**config.mk**
```make
export PLATFORM = sky130hd
export DESIGN_NAME = buck_gate_sequencer
export DESIGN_NICKNAME = d
export VERILOG_FILES = /design/src/rtl/gs_pkg.sv /design/src/rtl/gs_span_counter.sv /design/src/rtl/buck_gate_sequencer.sv
export SDC_FILE = /design/constraint.sdc
export NUM_CORES = 1
export LEC_CHECK = 0
export ABC_CLOCK_PERIOD_IN_PS = 1580
export BUFFER_PORTS_ARGS = -buffer_cell sky130_fd_sc_hd__clkbuf_2
export CAP_MARGIN = 5
export CORE_MARGIN = 4
export CORE_UTILIZATION = 55
export DETAILED_ROUTE_END_ITERATION = 7
export GPL_TIMING_DRIVEN = 0
export PLACE_DENSITY = 0.84
export SYNTH_ARGS = -nofsm -noshare
export SYNTH_HDL_FRONTEND = slang
export SYNTH_SLANG_ARGS = --single-unit
export TNS_END_PERCENT = 5
```
**constraint.sdc**
```tcl
create_clock -name clk -period 1.58 [get_ports clk]
set_input_delay 0.316 -clock clk [delete_from_list [all_inputs] [get_ports clk]]
set_output_delay 0.316 -clock clk [all_outputs]
set_load 0.03 [all_outputs]
```
**src/rtl/gs_pkg.sv**
```systemverilog
`timescale 1ns/1ps
package gs_pkg;
  typedef enum logic [2:0] {
    GS_OFF,
    GS_LOW,
    GS_WAIT_LO,
    GS_HIGH,
    GS_WAIT_HI,
    GS_FAULT
  } gs_state_t;
endpackage

```
**src/rtl/gs_span_counter.sv**
```systemverilog
`timescale 1ns/1ps
// Counts clocks while run is high, clears when low, saturates at LIMIT-1.
module gs_span_counter #(
  parameter int unsigned LIMIT = 16
) (
  input  logic clk,
  input  logic rst_n,
  input  logic run,
  output logic reached
);
  localparam int unsigned CW = $clog2(LIMIT + 1);
  localparam logic [CW-1:0] LAST = CW'(LIMIT - 1);

  logic [CW-1:0] cnt_q, cnt_d;
  logic          cnt_en;

  always_comb begin
    cnt_en = 1'b0;
    cnt_d  = cnt_q;
    if (!run) begin
      cnt_en = (cnt_q != '0);
      cnt_d  = '0;
    end else if (cnt_q != LAST) begin
      cnt_en = 1'b1;
      cnt_d  = cnt_q + 1'b1;
    end
  end

  always_ff @(posedge clk or negedge rst_n) begin
    if (!rst_n)      cnt_q <= '0;
    else if (cnt_en) cnt_q <= cnt_d;
  end

  assign reached = run && (cnt_q == LAST);

  AST_SPAN_SATURATES: assert property (@(posedge clk) disable iff (!rst_n)
    (run && reached) |=> (!run || reached));
endmodule

```
**src/rtl/buck_gate_sequencer.sv**
```systemverilog
`timescale 1ns/1ps
module buck_gate_sequencer #(
  parameter int unsigned PERIOD_CLKS  = 40,
  parameter int unsigned DUTY_MAX_PCT = 75,
  parameter int unsigned DT_LIMIT     = 16,
  parameter int unsigned BLANK_CLKS   = 4
) (
  input  logic clk,
  input  logic rst_n,
  input  logic period_tick,
  input  logic pwm_req,
  input  logic lg_off_fb,
  input  logic hg_off_fb,
  input  logic sw_low,
  input  logic ocp_cmp,
  input  logic shutdown,
  output logic hs_en,
  output logic ls_en,
  output logic ocp_fault,
  output logic vin_sample_stb,
  output logic dt_timeout
);
  import gs_pkg::*;

  localparam int unsigned ON_MAX = (PERIOD_CLKS * DUTY_MAX_PCT) / 100;
  localparam int unsigned LW     = $clog2(ON_MAX + 2);

  // reset synchronizer: asserts asynchronously, releases on clk
  logic [1:0] rst_pipe;
  logic       rst_sync_n;
  always_ff @(posedge clk or negedge rst_n) begin
    if (!rst_n) rst_pipe <= 2'b00;
    else        rst_pipe <= {rst_pipe[0], 1'b1};
  end
  assign rst_sync_n = rst_pipe[1];

  gs_state_t state_q, state_d;
  logic      dt_expired, duty_hit, blank_done;
  logic      dt_take;
  logic      dt_flag_q;
  logic      armed_q, armed_d, armed_en;

  gs_span_counter #(.LIMIT(DT_LIMIT)) u_dead_wait (
    .clk     (clk),
    .rst_n   (rst_sync_n),
    .run     ((state_q == GS_WAIT_LO) || (state_q == GS_WAIT_HI)),
    .reached (dt_expired)
  );

  gs_span_counter #(.LIMIT(ON_MAX)) u_duty_cap (
    .clk     (clk),
    .rst_n   (rst_sync_n),
    .run     (state_q == GS_HIGH),
    .reached (duty_hit)
  );

  gs_span_counter #(.LIMIT(BLANK_CLKS + 1)) u_ocp_blank (
    .clk     (clk),
    .rst_n   (rst_sync_n),
    .run     (state_q == GS_LOW),
    .reached (blank_done)
  );

  // next state
  always_comb begin
    state_d = state_q;
    dt_take = 1'b0;
    if (state_q == GS_FAULT) begin
      state_d = GS_FAULT;
    end else if (shutdown) begin
      state_d = GS_OFF;
    end else begin
      case (state_q)
        GS_OFF:
          if (period_tick) state_d = pwm_req ? GS_WAIT_LO : GS_WAIT_HI;
        GS_LOW:
          if (blank_done && ocp_cmp)         state_d = GS_FAULT;
          else if (period_tick && pwm_req)   state_d = GS_WAIT_LO;
        GS_WAIT_LO:
          if (lg_off_fb) begin
            state_d = GS_HIGH;
          end else if (dt_expired) begin
            state_d = GS_HIGH;
            dt_take = 1'b1;
          end
        GS_HIGH:
          if (!pwm_req || duty_hit) state_d = GS_WAIT_HI;
        GS_WAIT_HI:
          if (hg_off_fb && sw_low) begin
            state_d = GS_LOW;
          end else if (dt_expired) begin
            state_d = GS_LOW;
            dt_take = 1'b1;
          end
        default: state_d = GS_OFF;
      endcase
    end
  end

  always_comb begin
    armed_en = shutdown || (state_q == GS_HIGH);
    armed_d  = shutdown;
  end

  always_ff @(posedge clk or negedge rst_sync_n) begin
    if (!rst_sync_n) begin
      state_q   <= GS_OFF;
      dt_flag_q <= 1'b0;
      armed_q   <= 1'b1;
    end else begin
      state_q <= state_d;
      if (dt_take)  dt_flag_q <= 1'b1;
      if (armed_en) armed_q   <= armed_d;
    end
  end

  assign hs_en          = (state_q == GS_HIGH);
  assign ls_en          = (state_q == GS_LOW);
  assign ocp_fault      = (state_q == GS_FAULT);
  assign dt_timeout     = dt_flag_q;
  assign vin_sample_stb = armed_q && (state_q == GS_HIGH);

  // run-length monitor for the duty ceiling
  logic [LW-1:0] hs_run_q;
  always_ff @(posedge clk or negedge rst_sync_n) begin
    if (!rst_sync_n)            hs_run_q <= '0;
    else if (!hs_en)            hs_run_q <= '0;
    else if (hs_run_q <= LW'(ON_MAX)) hs_run_q <= hs_run_q + 1'b1;
  end

  AST_NO_OVERLAP: assert property (@(posedge clk) disable iff (!rst_sync_n)
    !(hs_en && ls_en));
  AST_HS_AFTER_LOFF: assert property (@(posedge clk) disable iff (!rst_sync_n)
    $rose(hs_en) |-> $past(!ls_en && (lg_off_fb || dt_expired)));
  AST_LS_AFTER_HOFF: assert property (@(posedge clk) disable iff (!rst_sync_n)
    $rose(ls_en) |-> $past(!hs_en && ((hg_off_fb && sw_low) || dt_expired)));
  AST_DT_STICKY: assert property (@(posedge clk) disable iff (!rst_sync_n)
    dt_timeout |=> dt_timeout);
  AST_DUTY_CAP: assert property (@(posedge clk) disable iff (!rst_sync_n)
    hs_en |-> (hs_run_q < LW'(ON_MAX)));
  AST_FAULT_HOLD: assert property (@(posedge clk) disable iff (!rst_sync_n)
    ocp_fault |=> (ocp_fault && !hs_en && !ls_en));
  AST_OCP_BLANKED: assert property (@(posedge clk) disable iff (!rst_sync_n)
    $rose(ocp_fault) |-> $past(ls_en && blank_done && ocp_cmp));
  AST_SHUTDOWN_OFF: assert property (@(posedge clk) disable iff (!rst_sync_n)
    shutdown |=> (!hs_en && !ls_en));
  AST_STB_WITH_HS: assert property (@(posedge clk) disable iff (!rst_sync_n)
    vin_sample_stb |-> hs_en);
endmodule

```
==> run_results.csv, run 1 <==
group,metric,value,unit
floorplan,die_x,55.41,µm
cells_and_area,diodes,0,
floorplan,start_util,60.54,%
setup_path,arrival,1390,ps
placement,placed_area,1356,µm²
timing,fmax,585.0,MHz
placement,dpl.hpwl,1904,µm
logic_synthesis,yosysWarnings,0,
power,power.density,1479,nW/µm²
setup_path,critical_path_class,"flop to output port",
floorplan,dieArea,3070,µm²
clock_tree,worstSkewPairLatency,300,ps
setup_path,cp_max_fo,5,
routing,wire_per_inst,14.98,µm
status,violations,"negative setup slack",
power,p_leak,0.7315,nW
clock_tree,cts_tree,"done",
status,status,"complete, but fails checks",
routing,viasPerCell,5.835,
floorplan,core-area,2042,µm²
cells_and_area,regArea,501.7,µm²
setup_path,start_kind,"flop",
logic_synthesis,synth_seq_cells,20,
logic_synthesis,yosys.cell_types.count,44,
logic_synthesis,synth_flop_cell,"dfrtp_1",
setup_path,slowest_delay,400,ps
clock_tree,cts_buffer_depth,2,
cells_and_area,final_cell_area,1559,µm²
timing,fin_crit,1709,ps
clock_tree,cts_buffers,3,
clock_tree,clkTransAtPathRegs,120,ps
setup_path,required,1260,ps
cells_and_area,syn2layout_area_growth,26.11,%
setup_path,endpoint_kind,"output port",
job,max_cap_violations,0,
cells_and_area,multi_input_area,710.7,µm²
routing,wl,2817,µm
cells_and_area,layout_common_cells,"19 x dfrtp_1, 12 x buf_4, 12 x nor2_1",
logic_synthesis,synth_nets,149,
logic_synthesis,synthCells,132,
logic_synthesis,synth_edf_count,0,
setup_path,critPathTopFamily,"flip-flops",
cells_and_area,post-route-util,76.35,%
global_routing,globalRouteTotalUtil,19.15,%
setup_path,crit_slowest_cell,"dfrtp_1",
floorplan,ios,14,
timing,hold_violations,0,
global_routing,grt_max_degree,19,
routing,drt-pass1-iter-count,4,
cells_and_area,fill_cells,154,
cells_and_area,drive_gt1_share,28.57,%
setup_path,crit_chain,"buf_6 -> nand3b_1 -> inv_2 -> and2_4 -> buf_8",
clock_tree,cts_sinks,20,
timing,slew_viol_final,0,
setup_path,path_buf_inv,3,
logic_synthesis,avgSynthCellArea,9.365,µm²
cells_and_area,nNetsFinal,179,
timing,layout_setup_ws,-129.3,ps
global_routing,grt_pass1_wl,4816,µm
routing,drt_iter0_markers,22,
floorplan,die_h,55.41,µm
global_routing,grt_pass1_vias,1074,
logic_synthesis,yosysSeqAreaShare,40.59,%
placement,numPortBuffers,13,
clock_tree,htreeDepth,1,
setup_path,critPathLaunch,"state_q[2]",
cells_and_area,final_common_cell,"dfrtp_1",
logic_synthesis,ys_async_sr_fraction,100.0,%
clock_tree,cts-root-buf,"clkbuf_4",
routing,ant_nets,0,
routing,drt_drc_violations_left,0,
placement,gp_congestion,0.8807,
global_routing,antenna_found_initial,0,
timing,relSlewSlack,50.00,%
power,vdd_drop_max,1085,µV
setup_path,timing.rr.start,"state_q[1]",
timing,rsz0062_at_grt,"true",
floorplan,rows,16,
timing,timing.final.crit_share,108.2,%
global_routing,gr-total-overflow,0,
timing,finalClockSkew,2.056,ps
timing,worst_pin_slew,750.0,ps
routing,vias,1097,
timing,setup_viol,5,
logic_synthesis,syn_area,1236,µm²
hold_path,holdCritPathClass,"primary input to async pin",
## stage by stage
stage	setup TNS (ps)	setup WS (ps)	hold WS [ps]	std cells	total power (W)
6_report	-466.1	-129.3	303.8	188	0.002306
5_1_grt	-1088	-208.6	314.7	188	0.002477
4_1_cts	-520.9	-153.7	292.4	187	0.002277
3_5_place_dp	-533.0	-182.6	102.8	172	0.001753
3_3_place_gp	-306.5	-158.2	101.7	172	0.001686
2_1_floorplan	-142.6	-110.5	20.41	132	0.001533
## path summary, 6_finish.rpt
| path | endpoint | slack, ps | cells after the start |
|---|---|---|---|
| min in group clk | rst_pipe[1] | 380 | 0 |
| setup reg to reg | u_dead_wait.cnt_q[0] | -70 | 5 |
| hold reg to reg | u_dead_wait.cnt_q[1] | 320 | 0 |
| setup / recovery | vin_sample_stb | -130 | 5 |
| hold / removal | rst_pipe[1] | 300 | 2 |
| max in group asynchronous | u_dead_wait.cnt_q[0] | 800 | 0 |
## registers in the layout (all words and copies together), names as in the netlist
| register | count |
|---|---|
| armed_q | 1 |
| dt_timeout | 1 |
| rst_pipe | 2 |
| state_q | 3 |
| u_dead_wait.cnt_q | 5 |
| u_duty_cap.cnt_q | 5 |
| u_ocp_blank.cnt_q | 3 |
## layout make-up
type                    count  area share, %
plain buffers               4          1.766
clock buffers               4          2.327
inverters                  10          2.408
multi-input cells          97          45.59
flip-flops and latches     20          32.18
well taps                  27          2.167
repair buffers             26          13.56
## synth_stat cells (4+ instances only)
master | count | share of area, %
dfrtp_1 | 19 | 38
nor2_1 | 13 | 3.9
inv_1 | 9 | 2.7
ha_1 | 8 | 8.1
nand3_1 | 7 | 2.8
a21oi_1 | 6 | 2.4
nand2_1 | 5 | 1.5
and3_1 | 4 | 2.0
nor2b_1 | 4 | 2.0
nor4_1 | 4 | 2.0
## where the power goes
part	internal (W)	total [W]	leakage, nW	switching (W)
sequential	0.000612	0.000711	0.265	0.0000989
combinational	0.000659	0.00129	0.445	0.000633
clock	0.000141	0.000303	0.0210	0.000163
total	0.00141	0.00231	0.732	0.000895
## routing by layer
layer	up-vias	global-route usage [%]	share of wire (%)	wire, µm
li1	534	-	-	-
met4	0	6.944	0.96	27
met1	518	24.63	45	1254
met2	41	32.09	50	1405
met5	-	0	0	0
met3	4	3.263	4.6	130
## what timing repair did
item | CTS | global route
hold buffers | 1 | 0
resized for setup | 15 | 5
pin swaps | 3 | 2
endpoints found under the setup margin | 9 | 10
buffers inserted | 11 | 1
hold endpoints to repair | 2 | 0
## logic make-up after synthesis
group                    Yosys count  share of synthesized area [%]
XOR/XNOR                           3                          2.126
other                              1                         0.3034
AND/OR/NAND/NOR                   52                          23.68
AO/OA/AOI/OAI                     30                          16.70
adder cells (fa/ha/maj)            8                          8.097
buffers and inverters             15                          5.262
flip-flops                        20                          40.59
multiplexers                       3                          3.239
Note: power is estimated with default switching activity, not from simulation.
==> run 2: changes to the inputs <==
RECOVER_POWER = 25   (was default)
==> run_results.csv, run 2 (synthesis gave the netlist of run 1 again) <==
group,metric,value,unit
placement,gp_congestion,0.8807,
timing,rsz0062_at_grt,"true",
placement,dpl.hpwl,1904,µm
setup_path,critical_path_class,"flop to output port",
cells_and_area,post-route-util,76.29,%
power,power.density,1480,nW/µm²
clock_tree,cts-root-buf,"clkbuf_4",
global_routing,grt_pass1_vias,1074,
setup_path,required,1260,ps
status,violations,"negative setup slack",
routing,drt_iter0_markers,22,
floorplan,core-area,2042,µm²
clock_tree,worstSkewPairLatency,300,ps
job,max_cap_violations,0,
routing,vias,1097,
status,status,"complete, but fails checks",
global_routing,grt_max_degree,19,
routing,viasPerCell,5.835,
placement,numPortBuffers,13,
clock_tree,clkTransAtPathRegs,120,ps
cells_and_area,drive_gt1_share,27.95,%
timing,hold_violations,0,
placement,placed_area,1356,µm²
cells_and_area,nNetsFinal,179,
timing,fmax,585.0,MHz
timing,slew_viol_final,0,
clock_tree,htreeDepth,1,
placement,place_inst,172,
setup_path,arrival,1390,ps
setup_path,cp_max_fo,5,
placement,place_ws,-182.6,ps
clock_tree,cts_tree,"done",
routing,wire_per_inst,14.99,µm
cells_and_area,final_cells,188,
clock_tree,cts_buffer_depth,2,
timing,finalClockSkew,2.025,ps
floorplan,ios,14,
cells_and_area,syn2layout_area_growth,26.01,%
global_routing,gr-total-overflow,0,
setup_path,endpoint_kind,"output port",
global_routing,antenna_found_initial,0,
floorplan,start_util,60.54,%
floorplan,die_h,55.41,µm
timing,fin_crit,1709,ps
timing,setup_viol,5,
cells_and_area,layout_common_cells,"19 x dfrtp_1, 12 x buf_4, 12 x nor2_1",
floorplan,dieArea,3070,µm²
cells_and_area,diodes,0,
timing,timing.final.crit_share,108.2,%
floorplan,die_x,55.41,µm
floorplan,rows,16,
routing,ant_nets,0,
timing,fin_hold_ws,301.8,ps
global_routing,globalRouteTotalUtil,19.15,%
routing,wl,2818,µm
clock_tree,cts_buffers,3,
clock_tree,cts_sinks,20,
power,vdd_drop_max,1085,µV
setup_path,start_kind,"flop",
cells_and_area,final_common_cell,"dfrtp_1",
routing,drt-pass1-iter-count,4,
cells_and_area,final_cell_area,1558,µm²
hold_path,holdCritPathClass,"primary input to async pin",
cells_and_area,reg.largest.list,"u_dead_wait.cnt_q (5), u_duty_cap.cnt_q (5)",
timing,relSlewSlack,50.00,%
power,p_leak,0.7285,nW
timing,worst_pin_slew,750.0,ps
routing,drt_drc_violations_left,0,
global_routing,grt_pass1_wl,4816,µm
timing,layout_setup_ws,-129.3,ps
run 2: stage by stage:
| step | setup TNS [ps] | total power [W] |
|---|---|---|
| final | -466.0 | 0.002306 |
| after global routing | -1088 | 0.002476 |
| after CTS | -520.9 | 0.002277 |
| after detailed placement | -533.0 | 0.001753 |
| after global placement | -306.5 | 0.001686 |
| after floorplan | -142.6 | 0.001533 |
run 2: final timing paths:
kind | start | endpoint | slack [ps] | cells past startpoint
min in group clk | rst_pipe[0] | rst_pipe[1] | 380 | 0
min reg2reg | rst_pipe[1] | u_dead_wait.cnt_q[1] | 320 | 0
max reg2reg | state_q[1] | u_dead_wait.cnt_q[0] | -70 | 5
min | rst_n | rst_pipe[1] | 300 | 2
max | state_q[2] | vin_sample_stb | -130 | 5
max in group asynchronous | rst_pipe[1] | u_dead_wait.cnt_q[0] | 800 | 0
run 2: layout make-up:
class / instances / area (µm²)
inverter: 10 / 37.54
multi-input combinational: 97 / 710.7
buffer: 4 / 27.53
tap: 27 / 33.78
timing repair buffer: 26 / 210.2
sequential: 20 / 501.7
fill: 153 / 484.2
clock buffer: 4 / 36.28
run 2: timing repair:
action / 4_1_cts / 5_1_grt
hold buffers: 1 / 0
endpoints found under the hold margin: 2 / 0
endpoints found under the setup margin: 9 / 10
gates resized for setup: 15 / 5
setup buffers: 11 / 1
pin swaps: 3 / 2
run 2: power by group:
group	switching (W)	internal (W)	leakage [nW]
Clock	0.000163	0.000141	0.0210
Combinational	0.000633	0.000658	0.442
Sequential	0.0000989	0.000612	0.265
Total	0.000895	0.00141	0.729
run 2: routing by layer:
metal | track usage (%) | vias up | part of all wire (%)
li1 | - | 534 | -
met1 | 24.63 | 518 | 45
met2 | 32.09 | 41 | 50
met3 | 3.263 | 4 | 4.6
met4 | 6.944 | 0 | 0.96
met5 | 0 | - | 0
run 2: critical path, stage by stage (launching register included):
cell and delay [ps]:
dfrtp_1 400, buf_6 130, nand3b_1 180, inv_2 110, and2_4 150, buf_8 110
==> run 3: changes to the inputs <==
SETUP_SLACK_MARGIN = 0.02   (was default)
==> run_results.csv, run 3 (synthesis gave the netlist of run 1 again) <==
group,metric,value,unit
status,status,"complete, but fails checks",
status,violations,"negative setup slack",
setup_path,timing.rr.start,"state_q[1]",
power,vdd_drop_max,1085,µV
setup_path,r2r_cells,5,
timing,fmax,585.0,MHz
placement,gp_congestion,0.8807,
cells_and_area,diodes,0,
clock_tree,htreeDepth,1,
cells_and_area,reg.largest.list,"u_dead_wait.cnt_q (5), u_duty_cap.cnt_q (5)",
floorplan,dieArea,3070,µm²
cells_and_area,layout_common_cells,"19 x dfrtp_1, 12 x buf_4, 12 x nor2_1",
timing,fin_crit,1709,ps
clock_tree,cts_tree,"done",
routing,wire_per_inst,14.99,µm
global_routing,globalRouteTotalUtil,19.15,%
routing,drt_iter0_markers,22,
floorplan,ios,14,
routing,viasPerCell,5.835,
floorplan,start_util,60.54,%
setup_path,arrival,1390,ps
cells_and_area,final_common_cell,"dfrtp_1",
setup_path,reg2reg_slack,-70,ps
routing,ant_nets,0,
cells_and_area,syn2layout_area_growth,26.01,%
power,fin_total_pwr,0.002306,W
cells_and_area,nNetsFinal,179,
clock_tree,cts_buffer_depth,2,
timing,hold_violations,0,
setup_path,path_buf_inv,3,
placement,place_inst,172,
setup_path,r2r_end,"u_dead_wait.cnt_q[0]",
floorplan,die_h,55.41,µm
setup_path,start_kind,"flop",
cells_and_area,fill_cells,153,
floorplan,die_x,55.41,µm
timing,rsz0062_at_grt,"true",
clock_tree,cts_sinks,20,
job,max_cap_violations,0,
hold_path,holdCritPathClass,"primary input to async pin",
timing,relSlewSlack,50.00,%
setup_path,cp_max_fo,5,
power,power.density,1480,nW/µm²
setup_path,slowest_delay,400,ps
floorplan,rows,16,
global_routing,gr-total-overflow,0,
clock_tree,clkTransAtPathRegs,120,ps
power,p_leak,0.7285,nW
setup_path,required,1260,ps
routing,drt-pass1-iter-count,4,
global_routing,grt_max_degree,19,
global_routing,grt_pass1_vias,1074,
clock_tree,worstSkewPairLatency,300,ps
global_routing,antenna_found_initial,0,
setup_path,critical_path_class,"flop to output port",
setup_path,crit_chain,"buf_6 -> nand3b_1 -> inv_2 -> and2_4 -> buf_8",
timing,slew_viol_final,0,
floorplan,core-area,2042,µm²
routing,drt_drc_violations_left,0,
placement,dpl.hpwl,1904,µm
timing,worst_pin_slew,750.0,ps
cells_and_area,drive_gt1_share,27.95,%
routing,wl,2818,µm
setup_path,endpoint_kind,"output port",
routing,vias,1097,
clock_tree,cts_buffers,3,
timing,setup_viol,5,
placement,numPortBuffers,13,
timing,timing.final.crit_share,108.2,%
timing,finalClockSkew,2.025,ps
global_routing,grt_pass1_wl,4816,µm
cells_and_area,final_cells,188,
setup_path,crit_slowest_cell,"dfrtp_1",
clock_tree,cts-root-buf,"clkbuf_4",
setup_path,critPathTopFamily,"flip-flops",
timing,layout_setup_ws,-129.3,ps
[run 3: how the worst max path moves through the flow]
stage / startpoint / to / slack (ps) / cells after the start
after floorplan: u_dead_wait.cnt_q[0] / u_dead_wait.cnt_q[0] / -110 / 6
after global placement: u_dead_wait.cnt_q[0] / u_dead_wait.cnt_q[0] / -160 / 6
after detailed placement: u_dead_wait.cnt_q[0] / u_dead_wait.cnt_q[0] / -180 / 6
after CTS: state_q[2] / vin_sample_stb / -150 / 5
after global routing: state_q[2] / vin_sample_stb / -210 / 5
final: state_q[2] / vin_sample_stb / -130 / 5
[run 3: cell type report]
class                           instances  area, µm²  share of cell area (%)
Inverter                               10      37.54                   2.410
Clock buffer                            4      36.28                   2.329
Multi-Input combinational cell         97      710.7                   45.62
Timing Repair Buffer                   26      210.2                   13.49
Buffer                                  4      27.53                   1.767
Sequential cell                        20      501.7                   32.21
Tap cell                               27      33.78                   2.169
[run 3: through the flow]
step / setup slack, ps / TNS, ps / util (%) / instance area, µm² / hold slack (ps)
3_3_place_gp: -158.2 / -306.5 / 66.42 / 1356 / 101.7
5_1_grt: -208.6 / -1088 / 76.29 / 1558 / 314.6
4_1_cts: -153.7 / -520.9 / 75.43 / 1540 / 292.4
6_report: -129.3 / -466.0 / 76.29 / 1558 / 301.8
3_5_place_dp: -182.6 / -533.0 / 66.42 / 1356 / 102.8
2_1_floorplan: -110.5 / -142.6 / - / 1257 / 20.41
[run 3: routing by layer]
metal,track usage (%),wire length [µm],vias up
li1,-,-,534
met1,24.63,1256,518
met2,32.09,1405,41
met3,3.263,130,4
met4,6.944,27,0
met5,0,0,-
[run 3: power by group]
part	total [W]	internal, W	switching [W]
sequential	0.000711	0.000612	0.0000989
clock	0.000303	0.000141	0.000163
combinational	0.00129	0.000658	0.000633
total	0.00231	0.00141	0.000895
[run 3: repair_timing]
item | 4_1_cts | 5_1_grt
hold endpoints to repair | 2 | 0
endpoints found under the setup margin | 10 | 10
resized for setup | 15 | 5
hold buffers | 1 | 0
pin swaps | 3 | 2
setup buffers | 11 | 1
